**src/rtl/vld_seq_pkg.sv**
```systemverilog
package vld_seq_pkg;

   typedef enum logic [1:0] {
      AM_INDIRECT = 2'd0,
      AM_ESTRIDE  = 2'd1,
      AM_USTRIDE  = 2'd2,
      AM_SPLAT    = 2'd3
   } amode_e;

   typedef enum logic {
      SQ_IDLE = 1'b0,
      SQ_RUN  = 1'b1
   } seq_state_e;

endpackage

```
**src/rtl/vld_first_set.sv**
```systemverilog
// Finds the lowest set mask bit at or above a starting position.
module vld_first_set #(
   parameter  int N  = 64,
   localparam int IW = $clog2(N)
) (
   input  logic [N-1:0] mask,
   input  logic [IW:0]  lo,
   output logic         found,
   output logic [IW-1:0] pos
);

   if (N < 2 || (1 << IW) != N) begin : g_bad_n
      $error("vld_first_set: N must be a power of two, at least 2");
   end

   logic [N-1:0] keep;

   for (genvar g = 0; g < N; g++) begin : g_keep
      localparam logic [IW:0] GI = g;
      assign keep[g] = mask[g] && (GI >= lo);
   end

   always_comb begin
      found = |keep;
      pos   = '0;
      for (int k = N - 1; k >= 0; k--) begin
         if (keep[k]) pos = IW'(k);
      end
   end

endmodule

```
**src/rtl/vld_addr_gen.sv**
```systemverilog
// Effective address for one element under the selected mode.
module vld_addr_gen
   import vld_seq_pkg::*;
#(
   parameter int ADDR_W = 64,
   parameter int IMM_W  = 16,
   parameter int IDX_W  = 6
) (
   input  amode_e             mode,
   input  logic [1:0]         width_code,
   input  logic [IMM_W-1:0]   imm,
   input  logic [ADDR_W-1:0]  base,
   input  logic [ADDR_W-1:0]  ind_base,
   input  logic [IDX_W-1:0]   idx,
   output logic [ADDR_W-1:0]  addr
);

   if (IMM_W >= ADDR_W || IDX_W >= ADDR_W) begin : g_bad_w
      $error("vld_addr_gen: immediate and index must be narrower than the address");
   end

   logic [ADDR_W-1:0] imm_sx;
   logic [ADDR_W-1:0] idx_w;

   assign imm_sx = {{(ADDR_W - IMM_W){imm[IMM_W-1]}}, imm};
   assign idx_w  = ADDR_W'(idx);

   always_comb begin
      unique case (mode)
         AM_INDIRECT: addr = ind_base + imm_sx;
         AM_ESTRIDE:  addr = base + idx_w * imm_sx;
         AM_USTRIDE:  addr = base + (idx_w << width_code);
         default:     addr = base + imm_sx;
      endcase
   end

endmodule

```
**src/rtl/vld_addr_seq.sv**
```systemverilog
// Predicated vector load address sequencer (top).
module vld_addr_seq
   import vld_seq_pkg::*;
#(
   parameter  int ADDR_W = 64,
   parameter  int IMM_W  = 16,
   parameter  int MAX_VL = 64,
   localparam int IDX_W  = $clog2(MAX_VL),
   localparam int CNT_W  = IDX_W + 1
) (
   input  logic              clk,
   input  logic              rst_n,
   input  logic              start,
   input  logic [CNT_W-1:0]  vl,
   input  logic [1:0]        mode,
   input  logic [1:0]        width_code,
   input  logic [IMM_W-1:0]  imm,
   input  logic [ADDR_W-1:0] base_val,
   input  logic              upd_en,
   input  logic [MAX_VL-1:0] src_mask,
   input  logic [MAX_VL-1:0] dst_mask,
   output logic [IDX_W-1:0]  src_idx,
   input  logic [ADDR_W-1:0] ind_base,
   output logic              req_valid,
   input  logic              req_ready,
   output logic [ADDR_W-1:0] req_addr,
   output logic [IDX_W-1:0]  req_dst_idx,
   output logic              wb_valid,
   output logic [IDX_W-1:0]  wb_elem,
   output logic [ADDR_W-1:0] wb_addr,
   output logic              busy,
   output logic              done
);

   if (MAX_VL < 2 || (1 << IDX_W) != MAX_VL) begin : g_bad_vl
      $error("vld_addr_seq: MAX_VL must be a power of two, at least 2");
   end
   if (ADDR_W < 8 || IMM_W < 2 || IMM_W >= ADDR_W) begin : g_bad_w
      $error("vld_addr_seq: need 2 <= IMM_W < ADDR_W and ADDR_W >= 8");
   end

   // captured operation
   seq_state_e        state_q;
   logic [CNT_W-1:0]  si_q, dj_q, vl_q;
   amode_e            mode_q;
   logic [1:0]        wc_q;
   logic [IMM_W-1:0]  imm_q;
   logic [ADDR_W-1:0] base_q;
   logic              upd_q;
   logic [MAX_VL-1:0] smask_q, dmask_q;

   // scan results
   logic              s_found, d_found;
   logic [IDX_W-1:0]  s_pos, d_pos;
   logic              running, elem_ok, fire;
   logic [ADDR_W-1:0] eff_addr;
   logic [CNT_W-1:0]  s_next, d_next;

   vld_first_set #(.N(MAX_VL)) u_src_find (
      .mask  (smask_q),
      .lo    (si_q),
      .found (s_found),
      .pos   (s_pos)
   );

   vld_first_set #(.N(MAX_VL)) u_dst_find (
      .mask  (dmask_q),
      .lo    (dj_q),
      .found (d_found),
      .pos   (d_pos)
   );

   vld_addr_gen #(.ADDR_W(ADDR_W), .IMM_W(IMM_W), .IDX_W(IDX_W)) u_agen (
      .mode       (mode_q),
      .width_code (wc_q),
      .imm        (imm_q),
      .base       (base_q),
      .ind_base   (ind_base),
      .idx        (s_pos),
      .addr       (eff_addr)
   );

   assign running = (state_q == SQ_RUN);
   assign elem_ok = running && s_found && d_found &&
                    ({1'b0, s_pos} < vl_q) && ({1'b0, d_pos} < vl_q);
   assign fire    = elem_ok && req_ready;
   assign s_next  = {1'b0, s_pos} + CNT_W'(1);
   assign d_next  = {1'b0, d_pos} + CNT_W'(1);

   always_ff @(posedge clk or negedge rst_n) begin
      if (!rst_n) begin
         state_q <= SQ_IDLE;
         si_q    <= '0;
         dj_q    <= '0;
         vl_q    <= '0;
         mode_q  <= AM_INDIRECT;
         wc_q    <= '0;
         imm_q   <= '0;
         base_q  <= '0;
         upd_q   <= 1'b0;
         smask_q <= '0;
         dmask_q <= '0;
      end else begin
         unique case (state_q)
            SQ_IDLE: begin
               if (start) begin
                  state_q <= SQ_RUN;
                  si_q    <= '0;
                  dj_q    <= '0;
                  vl_q    <= vl;
                  mode_q  <= amode_e'(mode);
                  wc_q    <= width_code;
                  imm_q   <= imm;
                  base_q  <= base_val;
                  upd_q   <= upd_en;
                  smask_q <= src_mask;
                  dmask_q <= dst_mask;
               end
            end
            default: begin
               if (fire) begin
                  si_q <= s_next;
                  dj_q <= d_next;
               end else if (!elem_ok) begin
                  state_q <= SQ_IDLE;
               end
            end
         endcase
      end
   end

   assign src_idx     = s_pos;
   assign req_valid   = elem_ok;
   assign req_addr    = eff_addr;
   assign req_dst_idx = d_pos;
   assign wb_valid    = fire && upd_q;
   assign wb_elem     = (mode_q == AM_INDIRECT) ? s_pos : '0;
   assign wb_addr     = eff_addr;
   assign busy        = running;
   assign done        = running && !elem_ok;

endmodule

```
**config.mk**
```make
export PLATFORM = sky130hd
export DESIGN_NAME = vld_addr_seq
export DESIGN_NICKNAME = d
export VERILOG_FILES = /design/src/rtl/vld_seq_pkg.sv /design/src/rtl/vld_first_set.sv /design/src/rtl/vld_addr_gen.sv /design/src/rtl/vld_addr_seq.sv
export SDC_FILE = /design/constraint.sdc
export NUM_CORES = 1
export LEC_CHECK = 0
export BUFFER_PORTS_ARGS = -buffer_cell sky130_fd_sc_hd__buf_2
export CAP_MARGIN = 20
export CELL_PAD_IN_SITES_DETAIL_PLACEMENT = 1
export CELL_PAD_IN_SITES_GLOBAL_PLACEMENT = 2
export CORE_MARGIN = 2
export CORE_UTILIZATION = 33
export CTS_CLUSTER_SIZE = 24
export DETAILED_ROUTE_END_ITERATION = 8
export GPL_TIMING_DRIVEN = 0
export HOLD_SLACK_MARGIN = 0.03
export PLACE_DENSITY = 0.91
export REMOVE_ABC_BUFFERS = 1
export SLEW_MARGIN = 0
export SYNTH_ARGS = -nofsm -noshare
export SYNTH_HDL_FRONTEND = slang
export SYNTH_HIERARCHICAL = 1
export SYNTH_SLANG_ARGS = --single-unit
```
**constraint.sdc**
```tcl
create_clock -name clk -period 13.2 [get_ports clk]
set_input_delay 1.32 -clock clk [delete_from_list [all_inputs] [get_ports clk]]
set_output_delay 1.32 -clock clk [all_outputs]
set_load 0.03 [all_outputs]
```
==> impl_metrics.yaml <==
clock_network:
  cts-root-buf: "clkbuf_16"
  htree_levels: 1
  tritoncts: "yes"
  clock-sinks: 235
  clockBufferDepth: 3
  hold_buffers: 0
  clk_pin_slew_ns: 0.06
  clock_latency_ns: 0.61
  numCtsBuffers: 30
critical_path:
  cp_common_cell: "inv_1"
  r2r_end: "dj_q[4]"
  crit_required_ns: 11.88
  critPathKind: "register to output port"
  startpoint: "si_q[1]"
  ff2ff_path_depth: 13
  end_kind: "output port"
  reg2reg_slack_ns: 8.06
  start_kind: "register"
  crit_path_top_delay_cell: "dfrtp_4"
  cpPeakStageDelay_ns: 0.57
  cp_data_arrival_time_ns: 11.12
  path_max_fanout: 24
  rr_startpoint: "dj_q[0]"
detailed_routing:
  antenna_left: 0
  wl_per_cell_um: 19.5
  viasPerCell: 5.44
  vias: 26200
  totalWireLength_mm: 93.9
  drt_iter0_markers: 1319
  remaining_drc_errors: 0
  drt-pass1-iter-count: 5
timing:
  tns_ns: 0
  worst_pin_slew_ns: 1.10
  slew_viol_final: 0
  worst_slack_ns: 0.758
  hold_viol: 0
  finalCritPeriodShare_pct: 94.3
  relSlewSlack_pct: 26.7
  clock_skew_ns: 0.0266
  min_period_ns: 12.44
  rsz0062_at_grt: "true"
  setup_viol: 0
  fmaxAchievable_mhz: 80.4
yosys:
  ys_seq_area_share_pct: 22.6
  synth_top_cell_by_area: "dfrtp_1"
  synth_area_um2: 26000
  synth_edf_count: 0
  synthArstFlopShare_pct: 100
  synthTopCellsByArea: "dfrtp_1, nand2_1, ha_1"
  synth.yosys.warnings: 6
  netlist_instances: 3507
  synth_top_cell_area_share_pct: 22.6
  synthFlopType: "dfrtp_1"
  synth_cell_types: 104
  synth_area_per_cell_um2: 7.42
  ys_seq_elements: 235
cells_and_area:
  layout-drive-gt1-share_pct: 16.3
  final_cell_mix: "nand2_1, buf_2, a21oi_1, dfrtp_1, ha_1"
  final_area_um2: 29900
  fin_nets: 4304
  final_cells: 4821
  area_growth_syn_to_layout_pct: 14.8
  layout_commonest_cell: "nand2_1"
grt:
  grt_max_degree: 111
  grt_util_all_layers_pct: 22.4
  grt_busiest_layer: "met2"
  antenna_found_initial: 5
  grt-ovfl-total: 0
  use_met2_pct: 39.3
  grt_use_met3_pct: 2.55
  grt_pass1_vias: 27200
  gr-usage-met1_pct: 29.1
  grt_pass1_wl_mm: 149
die:
  initial_core_util_pct: 33.5
  fp.dieH_um: 285
  fp.dieW_um: 285
  num_rows: 102
  core_um2: 77700
  die_area_um2: 81100
  ioPinCount: 438
hold_path:
  hold_path_end: "upd_q"
  hold_path_class: "register to register"
  hp-start: "upd_q"
  holdPathStages: 2
placement:
  post-place-ws_ns: 0.127
  placedCellCount: 4758
  io_buffers: 437
  placed_cell_area_um2: 28600
  place_hpwl_mm: 73.5
  gp_congestion: 0.945
run_status:
  status: "finished, final reports clean"
flow_run:
  maxCapViolations: 0
## sequential cells by signal, summed over array words and instances, names as in the netlist
| name | count |
|---|---|
| base_q | 64 |
| dmask_q | 64 |
| smask_q | 64 |
| imm_q | 16 |
| dj_q | 7 |
| si_q | 7 |
| vl_q | 7 |
| mode_q | 2 |
| wc_q | 2 |
| busy | 1 |
| upd_q | 1 |
## area by class of cell
| class | instances | area [um2] |
|---|---|---|
| Antenna cell | 1 | 2.50 |
| Sequential cell | 235 | 5910 |
| Fill cell | 9730 | 47900 |
| Multi-Input combinational cell | 2846 | 18200 |
| Clock buffer | 41 | 872 |
| Timing Repair Buffer | 466 | 2740 |
| Inverter | 177 | 664 |
| Clock inverter | 15 | 150 |
| Tap cell | 1040 | 1300 |
## metrics by stage
step | hold WS (ns) | util (%)
finish | 0.476 | 38.4
global placement | 0.461 | 36.1
floorplan | 0.439 | -
CTS | 0.478 | 38.2
detailed placement | 0.463 | 36.9
global route | 0.503 | 38.4
## routing by layer
metal,share of wire (%),vias up,routed length [um]
met3,4.7,139,4420
li1,-,12600,-
met2,49,642,45600
met5,0.014,-,13
met4,2.6,2,2460
met1,44,12800,41400
## kinds of logic (layout without fill, tap and decap cells)
logic type | after synthesis | count (layout) | share of synthesized area (%)
AND/OR/NAND/NOR | 1482 | 1482 | 25.7
AO/OA/AOI/OAI | 920 | 921 | 22.7
buffers and inverters | 427 | 699 | 7.99
adder cells (fa/ha/maj) | 260 | 260 | 14.5
flip-flops | 235 | 235 | 22.6
XOR/XNOR | 149 | 149 | 5.02
multiplexers | 34 | 34 | 1.47
other | 0 | 1 | 0
## critical path, delay by kind of cell, from the launching register on
kind                     cells  cell delay [ns]
AO/OA/AOI/OAI               21             4.83
adder cells (fa/ha/maj)      6             2.72
AND/OR/NAND/NOR              5             1.09
buffers and inverters        8             0.98
flip-flops                   1             0.57
XOR/XNOR                     2             0.26
## timing repair
| item | CTS | global route |
|---|---|---|
| endpoints found under the setup margin | 36 | 48 |
| buffers inserted | 0 | 4 |
| resized for setup | 12 | 22 |
| pin swaps | 1 | 1 |
| gates cloned | 1 | 0 |
## synth_stat cells (all sizes together) (10+ instances only)
| cell type | n |
|---|---|
| and3 | 28 |
| nand4 | 42 |
| a31oi | 33 |
| mux2i | 27 |
| o21ai | 211 |
| and2 | 105 |
| nor2b | 33 |
| or3 | 10 |
| a211o | 12 |
| o31ai | 15 |
| fa | 69 |
| nand2b | 32 |
| xnor2 | 83 |
| inv | 175 |
| or2 | 22 |
| nor3b | 10 |
| a2111oi | 10 |
| nand2 | 859 |
| o21bai | 33 |
| nor2 | 164 |
| xor2 | 66 |
| nand3 | 82 |
| a21boi | 19 |
| o211ai | 41 |
| o21a | 24 |
| buf | 129 |
| nor3 | 51 |
| a211oi | 42 |
| ha | 191 |
| dfrtp | 235 |
| clkbuf | 121 |
| o22ai | 32 |
| a21o | 76 |
| a21oi | 275 |
## how the worst max path moves through the flow
stage	to	slack, ns	depth (start not counted)
final	wb_addr[59]	0.76	42
after CTS	wb_addr[59]	0.08	42
after floorplan	req_addr[59]	-0.29	34
after global routing	wb_addr[59]	-0.07	42
after detailed placement	wb_addr[59]	0.13	34
after global placement	req_addr[55]	-3.26	34
Power is left out: the tool's default activity adds up to more than one toggle a clock period on the data nets, which glitch-free logic cannot reach.
